[config.mk]
export PLATFORM = sky130hd
export DESIGN_NAME = cb_wake_ctrl
export DESIGN_NICKNAME = d
export VERILOG_FILES = /design/src/rtl/cbw_pkg.sv /design/src/rtl/cbw_sticky.sv /design/src/rtl/cbw_regs.sv /design/src/rtl/cbw_outs.sv /design/src/rtl/cb_wake_ctrl.sv
export SDC_FILE = /design/constraint.sdc
export NUM_CORES = 1
export LEC_CHECK = 0
export BUFFER_PORTS_ARGS = -buffer_cell sky130_fd_sc_hd__buf_4
export CAP_MARGIN = 10
export CORE_UTILIZATION = 40
export DETAILED_ROUTE_END_ITERATION = 12
export HOLD_SLACK_MARGIN = 0.05
export PLACE_DENSITY = 0.83
export SYNTH_ARGS = -nofsm -noshare
export SYNTH_HDL_FRONTEND = slang
export SYNTH_SLANG_ARGS = --single-unit
[constraint.sdc]
create_clock -name clk -period 1.66 [get_ports clk]
set_input_delay 0.083 -clock clk [delete_from_list [all_inputs] [get_ports clk]]
set_output_delay 0.083 -clock clk [all_outputs]
set_load 0.1 [all_outputs]
[src/rtl/cbw_pkg.sv]
`timescale 1ns/1ps
package cbw_pkg;

   // Architectural state shared between the register file and the output stage
   typedef struct packed {
      logic pme_en;
      logic pme_sts;
      logic gwake_evt;
      logic pdn_evt;
      logic msk_gwake;
      logic msk_wkup;
      logic msk_pdn;
   } cbw_state_t;

   typedef enum logic [1:0] {
      SEL_PM   = 2'd0,
      SEL_EVT  = 2'd1,
      SEL_MSK  = 2'd2,
      SEL_NONE = 2'd3
   } cbw_sel_e;

endpackage

[src/rtl/cbw_sticky.sv]
`timescale 1ns/1ps
// One sticky event bit: set by an event, cleared by a write of one.
module cbw_sticky #(
   parameter bit SET_WINS = 1'b1
) (
   input  logic clk,
   input  logic rst_n,
   input  logic set_i,
   input  logic clr_i,
   output logic q_o
);

   generate
      if (SET_WINS) begin : g_set_first
         always_ff @(posedge clk or negedge rst_n) begin
            if (!rst_n)      q_o <= 1'b0;
            else if (set_i)  q_o <= 1'b1;
            else if (clr_i)  q_o <= 1'b0;
         end
      end else begin : g_clr_first
         always_ff @(posedge clk or negedge rst_n) begin
            if (!rst_n)      q_o <= 1'b0;
            else if (clr_i)  q_o <= 1'b0;
            else if (set_i)  q_o <= 1'b1;
         end
      end
   endgenerate

endmodule

[src/rtl/cbw_regs.sv]
`timescale 1ns/1ps
// Register file: enable/status, event and mask bits with cross coupling.
module cbw_regs
   import cbw_pkg::*;
#(
   parameter int DATA_W    = 16,
   parameter int ADDR_W    = 2,
   parameter int ADDR_PM   = 0,
   parameter int ADDR_EVT  = 1,
   parameter int ADDR_MSK  = 2,
   parameter int PMEN_BIT  = 0,
   parameter int PMSTS_BIT = 1,
   parameter int GWAKE_BIT = 4,
   parameter int WKUP_BIT  = 14,
   parameter int PDN_BIT   = 15
) (
   input  logic                clk,
   input  logic                rst_n,
   input  logic                reg_wr,
   input  logic [ADDR_W-1:0]   reg_addr,
   input  logic [DATA_W-1:0]   reg_wdata,
   input  logic [DATA_W/8-1:0] reg_wstrb,
   output logic [DATA_W-1:0]   reg_rdata,
   input  logic                wake_q,
   input  logic                pdn_q,
   output cbw_state_t          st_o
);

   localparam int STRB_W    = DATA_W / 8;
   localparam int LN_PMEN   = PMEN_BIT / 8;
   localparam int LN_PMSTS  = PMSTS_BIT / 8;
   localparam int LN_GWAKE  = GWAKE_BIT / 8;
   localparam int LN_PDN    = PDN_BIT / 8;
   localparam int N_MSK     = 3;
   localparam int MSK_POS    [N_MSK] = '{GWAKE_BIT, WKUP_BIT, PDN_BIT};
   localparam bit MSK_FOLLOW [N_MSK] = '{1'b1, 1'b1, 1'b0};

   cbw_sel_e         sel;
   logic             pmen_we;
   logic             pmen_val;
   logic             pmen_q;
   logic             wake_clr;
   logic             wake_set;
   logic             pdn_clr;
   logic             sts_q;
   logic             gwake_q;
   logic             pdn_evt_q;
   logic [N_MSK-1:0] msk_q;
   logic             unused_bits;

   // Address decode
   always_comb begin
      if (reg_addr == ADDR_W'(ADDR_PM))       sel = SEL_PM;
      else if (reg_addr == ADDR_W'(ADDR_EVT)) sel = SEL_EVT;
      else if (reg_addr == ADDR_W'(ADDR_MSK)) sel = SEL_MSK;
      else                                    sel = SEL_NONE;
   end

   // Write qualifiers
   always_comb begin
      pmen_we  = reg_wr && (sel == SEL_PM) && reg_wstrb[LN_PMEN];
      pmen_val = reg_wdata[PMEN_BIT];
      wake_clr = (reg_wr && (sel == SEL_PM)  && reg_wstrb[LN_PMSTS] && reg_wdata[PMSTS_BIT])
              || (reg_wr && (sel == SEL_EVT) && reg_wstrb[LN_GWAKE] && reg_wdata[GWAKE_BIT]);
      pdn_clr  = reg_wr && (sel == SEL_EVT) && reg_wstrb[LN_PDN] && reg_wdata[PDN_BIT];
      wake_set = wake_q && pmen_q;
   end

   // Enable bit
   always_ff @(posedge clk or negedge rst_n) begin
      if (!rst_n)       pmen_q <= 1'b0;
      else if (pmen_we) pmen_q <= pmen_val;
   end

   // Coupled wake status pair: either clear source clears both
   cbw_sticky #(.SET_WINS(1'b1)) u_sts (
      .clk   (clk),
      .rst_n (rst_n),
      .set_i (wake_set),
      .clr_i (wake_clr),
      .q_o   (sts_q)
   );

   cbw_sticky #(.SET_WINS(1'b1)) u_gwake (
      .clk   (clk),
      .rst_n (rst_n),
      .set_i (wake_set),
      .clr_i (wake_clr),
      .q_o   (gwake_q)
   );

   cbw_sticky #(.SET_WINS(1'b1)) u_pdn (
      .clk   (clk),
      .rst_n (rst_n),
      .set_i (pdn_q),
      .clr_i (pdn_clr),
      .q_o   (pdn_evt_q)
   );

   // Mask bits; the wake masks follow every enable write
   generate
      for (genvar i = 0; i < N_MSK; i++) begin : g_msk
         logic q;
         always_ff @(posedge clk or negedge rst_n) begin
            if (!rst_n)
               q <= 1'b0;
            else if (MSK_FOLLOW[i] && pmen_we)
               q <= pmen_val;
            else if (reg_wr && (sel == SEL_MSK) && reg_wstrb[MSK_POS[i] / 8])
               q <= reg_wdata[MSK_POS[i]];
         end
         assign msk_q[i] = q;
      end
   endgenerate

   // Read mux
   always_comb begin
      reg_rdata = '0;
      unique case (sel)
         SEL_PM: begin
            reg_rdata[PMEN_BIT]  = pmen_q;
            reg_rdata[PMSTS_BIT] = sts_q;
         end
         SEL_EVT: begin
            reg_rdata[GWAKE_BIT] = gwake_q;
            reg_rdata[PDN_BIT]   = pdn_evt_q;
         end
         SEL_MSK: begin
            for (int i = 0; i < N_MSK; i++) reg_rdata[MSK_POS[i]] = msk_q[i];
         end
         SEL_NONE: reg_rdata = '0;
      endcase
   end

   always_comb begin
      st_o.pme_en    = pmen_q;
      st_o.pme_sts   = sts_q;
      st_o.gwake_evt = gwake_q;
      st_o.pdn_evt   = pdn_evt_q;
      st_o.msk_gwake = msk_q[0];
      st_o.msk_wkup  = msk_q[1];
      st_o.msk_pdn   = msk_q[2];
   end

   assign unused_bits = ^{reg_wdata, reg_wstrb, STRB_W[0]};

endmodule

[src/rtl/cbw_outs.sv]
`timescale 1ns/1ps
// Output stage: bypass or card-side gating, mode steering, output registers.
module cbw_outs
   import cbw_pkg::*;
#(
   parameter bit GATE_IN_PCI = 1'b0
) (
   input  logic       clk,
   input  logic       rst_n,
   input  logic       mode_cardbus,
   input  logic       stsreg_en,
   input  cbw_state_t st_i,
   input  logic       pdn_q,
   output logic       pme_req,
   output logic       sysevt_req,
   output logic       card_int
);

   logic gate_on;
   logic wake_byp;
   logic wake_gated;
   logic wake_any;
   logic int_any;

   generate
      if (GATE_IN_PCI) begin : g_gate_any
         assign gate_on = stsreg_en;
      end else begin : g_gate_cb
         assign gate_on = stsreg_en && mode_cardbus;
      end
   endgenerate

   always_comb begin
      wake_byp   = st_i.pme_en && st_i.pme_sts;
      wake_gated = st_i.msk_gwake && st_i.msk_wkup && st_i.gwake_evt;
      wake_any   = gate_on ? wake_gated : wake_byp;
      int_any    = gate_on ? (st_i.msk_pdn && st_i.pdn_evt) : pdn_q;
   end

   always_ff @(posedge clk or negedge rst_n) begin
      if (!rst_n) begin
         pme_req    <= 1'b0;
         sysevt_req <= 1'b0;
         card_int   <= 1'b0;
      end else begin
         pme_req    <= wake_any && !mode_cardbus;
         sysevt_req <= wake_any &&  mode_cardbus;
         card_int   <= int_any;
      end
   end

endmodule

[src/rtl/cb_wake_ctrl.sv]
`timescale 1ns/1ps
module cb_wake_ctrl
   import cbw_pkg::*;
#(
   parameter int DATA_W    = 16,
   parameter int ADDR_W    = 2,
   parameter int ADDR_PM   = 0,
   parameter int ADDR_EVT  = 1,
   parameter int ADDR_MSK  = 2,
   parameter int PMEN_BIT  = 0,
   parameter int PMSTS_BIT = 1,
   parameter int GWAKE_BIT = 4,
   parameter int WKUP_BIT  = 14,
   parameter int PDN_BIT   = 15
) (
   input  logic                clk,
   input  logic                rst_n,
   input  logic                reg_wr,
   input  logic [ADDR_W-1:0]   reg_addr,
   input  logic [DATA_W-1:0]   reg_wdata,
   input  logic [DATA_W/8-1:0] reg_wstrb,
   output logic [DATA_W-1:0]   reg_rdata,
   input  logic                mode_cardbus,
   input  logic                stsreg_en,
   input  logic                wake_req,
   input  logic                wake_local_en,
   input  logic                pdown_req,
   input  logic                pdown_local_en,
   output logic                pme_req,
   output logic                sysevt_req,
   output logic                card_int
);

   localparam int N_REGS = 3;

   // Elaboration checks on the parameter set
   generate
      if (DATA_W < 16 || (DATA_W % 8) != 0) begin : g_bad_width
         $error("cb_wake_ctrl: DATA_W must be a multiple of 8 and at least 16");
      end
      if ((1 << ADDR_W) < N_REGS) begin : g_bad_addr
         $error("cb_wake_ctrl: ADDR_W too small for the register set");
      end
      if (PMEN_BIT >= DATA_W || PMSTS_BIT >= DATA_W || GWAKE_BIT >= DATA_W ||
          WKUP_BIT >= DATA_W || PDN_BIT >= DATA_W) begin : g_bad_bit
         $error("cb_wake_ctrl: a field position lies outside the data word");
      end
      if (PMEN_BIT == PMSTS_BIT || GWAKE_BIT == PDN_BIT ||
          GWAKE_BIT == WKUP_BIT || WKUP_BIT == PDN_BIT) begin : g_bad_overlap
         $error("cb_wake_ctrl: two fields share a bit position");
      end
      if (ADDR_PM == ADDR_EVT || ADDR_PM == ADDR_MSK || ADDR_EVT == ADDR_MSK) begin : g_bad_map
         $error("cb_wake_ctrl: register addresses collide");
      end
   endgenerate

   cbw_state_t st;
   logic       wake_q;
   logic       pdn_q;

   // State views for the bound checker
   logic st_pme_en, st_pme_sts, st_gwake, st_pdn_evt, st_msk_g, st_msk_w, st_msk_i;

   assign wake_q = wake_req  && wake_local_en;
   assign pdn_q  = pdown_req && pdown_local_en;

   cbw_regs #(
      .DATA_W    (DATA_W),
      .ADDR_W    (ADDR_W),
      .ADDR_PM   (ADDR_PM),
      .ADDR_EVT  (ADDR_EVT),
      .ADDR_MSK  (ADDR_MSK),
      .PMEN_BIT  (PMEN_BIT),
      .PMSTS_BIT (PMSTS_BIT),
      .GWAKE_BIT (GWAKE_BIT),
      .WKUP_BIT  (WKUP_BIT),
      .PDN_BIT   (PDN_BIT)
   ) u_regs (
      .clk       (clk),
      .rst_n     (rst_n),
      .reg_wr    (reg_wr),
      .reg_addr  (reg_addr),
      .reg_wdata (reg_wdata),
      .reg_wstrb (reg_wstrb),
      .reg_rdata (reg_rdata),
      .wake_q    (wake_q),
      .pdn_q     (pdn_q),
      .st_o      (st)
   );

   cbw_outs #(
      .GATE_IN_PCI (1'b0)
   ) u_outs (
      .clk          (clk),
      .rst_n        (rst_n),
      .mode_cardbus (mode_cardbus),
      .stsreg_en    (stsreg_en),
      .st_i         (st),
      .pdn_q        (pdn_q),
      .pme_req      (pme_req),
      .sysevt_req   (sysevt_req),
      .card_int     (card_int)
   );

   assign st_pme_en  = st.pme_en;
   assign st_pme_sts = st.pme_sts;
   assign st_gwake   = st.gwake_evt;
   assign st_pdn_evt = st.pdn_evt;
   assign st_msk_g   = st.msk_gwake;
   assign st_msk_w   = st.msk_wkup;
   assign st_msk_i   = st.msk_pdn;

endmodule

Word-level counts from Yosys, hierarchy flattened
Index checks and enable logic that the tools add are counted.
W data, S select, Z words.
- bits in registers: 9
- bits in latches: 0
- bits in writable memories: 0
- bits in read-only memories: 0
- bits of input ports: 29
- logic and storage cells: 59
- memories: 0
- add/subtract/negate cells: 0
- $mul: 0
- divide/modulo/power cells: 0
- order comparisons: 0
- equality and inequality tests: 4
- shift operators: 0
- muxes and demuxes: 17
- bitwise operators: 0
- reductions and logical operators: 29
- operators with widths (kind ; number):
    $logic_and A1 B1 Y1 ; 21
    $mux W1 ; 12
    $reduce_bool A2 Y1 ; 4
    $mux W2 ; 3
    $eq A2 B1 Y1 const B ; 2
    $eq A2 B2 Y1 const B ; 2
    $logic_not A2 Y1 ; 2
    $pmux W1 S2 ; 2
    $logic_not A1 Y1 ; 1
    $logic_or A1 B1 Y1 ; 1

Logic depth before layout (Yosys ltp)
- depth in word-level cells: 11
- mapped depth: 5
- mapped depth without buffers: 5

Hierarchy
From an unflattened synthesis, not the netlist that was laid out.
- cells, all modules: 74
- area, all modules: 693.2 µm²
- by module, submodules not included (module ; instances ; cells each ; area each (µm²)):
    cbw_regs ; 1 ; 53 ; 450.4
    cbw_outs ; 1 ; 10 ; 121.4
    cbw_sticky ; 3 ; 3 ; 36.3
    cb_wake_ctrl ; 1 ; 2 ; 12.5

Worst setup path after synthesis
Ideal clock, no wire load.
- path kind: input -> output
- start: in reg_addr[0]
- end: out reg_rdata[15]
- arrival time: 1.810 ns
- setup slack: -0.233 ns
- stages on the path: 4
- path through: inv_1 > ha_1 > a22oi_1 > nor2b_1
- word-level cells in the longest chain between the ends: 6
- elaborated cells on any way between the ends: 9
- ends and longest elaborated chain (item ; RTL line ; source):
    start: declaration ; cb_wake_ctrl.sv:19 ; input logic [ADDR_W-1:0] reg_addr,
    $eq A2 B2 Y1 ; cbw_regs.sv:55 ; else if (reg_addr == ADDR_W'(ADDR_MSK)) sel = SEL_MSK;
    $mux W1 ; cbw_regs.sv:55 ;
    $mux W2 ; cbw_regs.sv:54 ; else if (reg_addr == ADDR_W'(ADDR_EVT)) sel = SEL_EVT;
    $mux W2 * ; cbw_regs.sv:53 ; if (reg_addr == ADDR_W'(ADDR_PM)) sel = SEL_PM;
    $eq A2 B2 Y1 or $eq A2 B1 Y1 (tied branches) ; cbw_regs.sv:119 ; unique case (sel)
    $pmux W1 S2 * ; cbw_regs.sv:119 ;
    end: declaration ; cb_wake_ctrl.sv:22 ; output logic [DATA_W-1:0] reg_rdata,
Mark *: on every way between the ends. The rest lies on a longest branch, timed or not.

==> reports/metrics.yaml <==
final_layout:
  final_common_cell: "buf_4"
  layout.nets: 128
  areaGrowthSynthToFinish_pct: 40.3
  n_antenna_cell: 0
  fillers: 123
  layout-drive-gt1-share_pct: 33.7
  instances_no_fill: 110
  multiInputGateArea_um2: 304
  ff_latch_area_um2: 225
  layout_common_cells: "25 x buf_4, 11 x conb_1, 10 x nand2_1"
cts:
  htree_levels: 1
  clock_latency_ns: 0.26
  cts-buffers-inserted: 3
  post_cts_resized: 0
  cts_tree: "yes"
  clkTransAtPathRegs_ns: 0.06
  cts_root_buf: "clkbuf_4"
  post-cts-setup-buffers: 0
  max-clock-path-buffers: 2
  cts_sinks: 9
  cts-hold-fix-buffers: 4
drt:
  via_count: 529
  post_drt_wl_per_cell_um: 10.5
  ant_nets: 0
  postRouteWirelength_mm: 1.16
  route.detailed.drc: 0
  drt-vias-per-instance: 4.81
  drtIter0Drc: 2
  drtPass1Iterations: 2
timing:
  slew_viol_final: 0
  setup_tns_ns: 0
  period_needed_ns: 1.28
  max_freq_mhz: 782
  finalSetupViolCount: 0
  finalCritPeriodShare_pct: 77.0
  skew_ns: 0.00750
  rsz0062_at_grt: "false"
  finalHoldViolations: 0
global_route:
  antenna_found_initial: 0
  grt_pass1_wl_mm: 2.08
  grt_max_degree: 10
  grt_overflow: 0
  grt_pass1_vias: 531
  track_usage_pct: 19.9
worst_hold_path:
  hold_path_class: "in2reg"
  whs_endpoint: "u_regs.g_msk[2].q"
  min_from: "reg_wdata[15]"
  whs_path_depth: 2
die:
  die_y_um: 40.0
  start_util_pct: 43.8
  dieArea_mm2: 0.00160
  rows: 13
  die_w_um: 40.0
  core_mm2: 0.00132
  num_io_pins: 48
worst_setup_path:
  rr_endpoint: "u_regs.g_msk[0].q"
  path_max_fanout: 5
  end_kind: "output pin"
  worstSetupStartpointType: "flop"
  r2r_start: "u_regs.g_msk[0].q"
  critPathKind: "reg2out"
  cp.arrival_ns: 1.20
  crit_path_start: "u_regs.u_sts.q_o"
  reg2reg_depth: 3
  required_ns: 1.58
  r2r_slack_ns: 0.71
outcome:
  status: "finished, final reports clean"
synth:
  syn_area_um2: 577
  postSynthCellCount: 63
  yosysUniqueCellTypes: 21
  ys_ff_latch: 9
  syn_avg_cell_area_um2: 9.16
  ys_warn_count: 0
  yosysSeqAreaShare_pct: 39.0
pwr:
  p_leak_nw: 0.432
  ir_worst_vdd_v: 0.000494
  power_density_mw_per_mm2: 1070
run:
  maxCapViolCount: 0
place:
  gp_congestion: 0.819
  port_buffers: 25
  place_inst: 102
  hpwl_um: 940
-- per-stage QoR --
| stage | util [%] | setup slack (ns) | total power (W) | hold WS (ns) | area [µm²] |
|---|---|---|---|---|---|
| 2_1_floorplan | - | 0.286 | 0.000625 | -0.213 | 619 |
| 3_3_place_gp | 56.4 | 0.532 | 0.000692 | -0.0933 | 743 |
| 3_5_place_dp | 56.4 | 0.505 | 0.000698 | -0.0906 | 743 |
| 4_1_cts | 61.4 | 0.360 | 0.000875 | 0.0580 | 810 |
| 5_1_grt | 61.4 | 0.310 | 0.000920 | 0.0712 | 810 |
| 6_report | 61.4 | 0.381 | 0.000866 | 0.0661 | 810 |
-- routing by layer --
layer,vias up,track usage (%),part of all wire [%]
li1,260,-,-
met1,247,21.7,40
met2,20,35.1,52
met3,2,3.33,7.0
met4,0,12.9,0.87
met5,-,0,0
-- Yosys cell counts, drive strengths merged --
library cell	count	area share, %
o211ai	1	1.3
mux2i	1	1.7
nand2b	1	1.1
nand3	4	4.3
a41o	1	1.7
and2	3	3.3
ha	3	6.5
dfrtp	9	39
buf	11	14
a21oi	3	2.6
o21ai	1	0.87
a41oi	1	1.5
nand4	2	2.2
mux2	1	2.6
nand2	10	6.5
conb	1	0.65
nor2	2	1.3
nor2b	3	3.3
a22oi	3	3.9
inv	2	1.3
-- cells by family after synthesis --
family,share of synthesized area (%)
muxes,4.34
adders and majority gates,6.51
AOI/OAI and AO/OA,11.9
DFF,39.0
other,0.650
buffers and inverters,15.6
and+or+nand+nor,21.9
-- how the worst max path moves through the flow --
stage / slack [ns] / end
2_1_floorplan: 0.29 / reg_rdata[4]
3_3_place_gp: 0.53 / reg_rdata[15]
3_5_place_dp: 0.50 / reg_rdata[4]
4_1_cts: 0.36 / reg_rdata[4]
5_1_grt: 0.31 / reg_rdata[4]
6_report: 0.38 / reg_rdata[4]
-- worst max-delay path, cell delays in order, from the launching register on --
cell     delay [ns]
dfrtp_1        0.42
a22oi_1        0.23
nor2b_2        0.06
buf_4          0.23
-- flip-flops by register name, indices dropped and copies added, names as in the netlist --
name               cells
u_regs.pmen_q          1
u_regs.u_pdn.q_o       1
u_outs.pme_req         1
u_regs.g_msk.q         3
u_outs.sysevt_req      1
u_outs.card_int        1
u_regs.u_sts.q_o       1
-- layout make-up --
type | instances | share of cell area [%]
Tap cell | 15 | 2.32
Multi-Input combinational cell | 51 | 37.6
Sequential cell | 9 | 27.8
Inverter | 2 | 0.927
Clock buffer | 4 | 3.25
Timing Repair Buffer | 29 | 28.1
-- where the power goes --
part | leakage [nW] | switching [W] | internal, W
Clock | 0.0150 | 0.0000724 | 0.0000924
Combinational | 0.311 | 0.000311 | 0.000101
Sequential | 0.107 | 0.0000337 | 0.000256
Total | 0.432 | 0.000417 | 0.000449
Note: power is estimated with default switching activity, not from simulation.
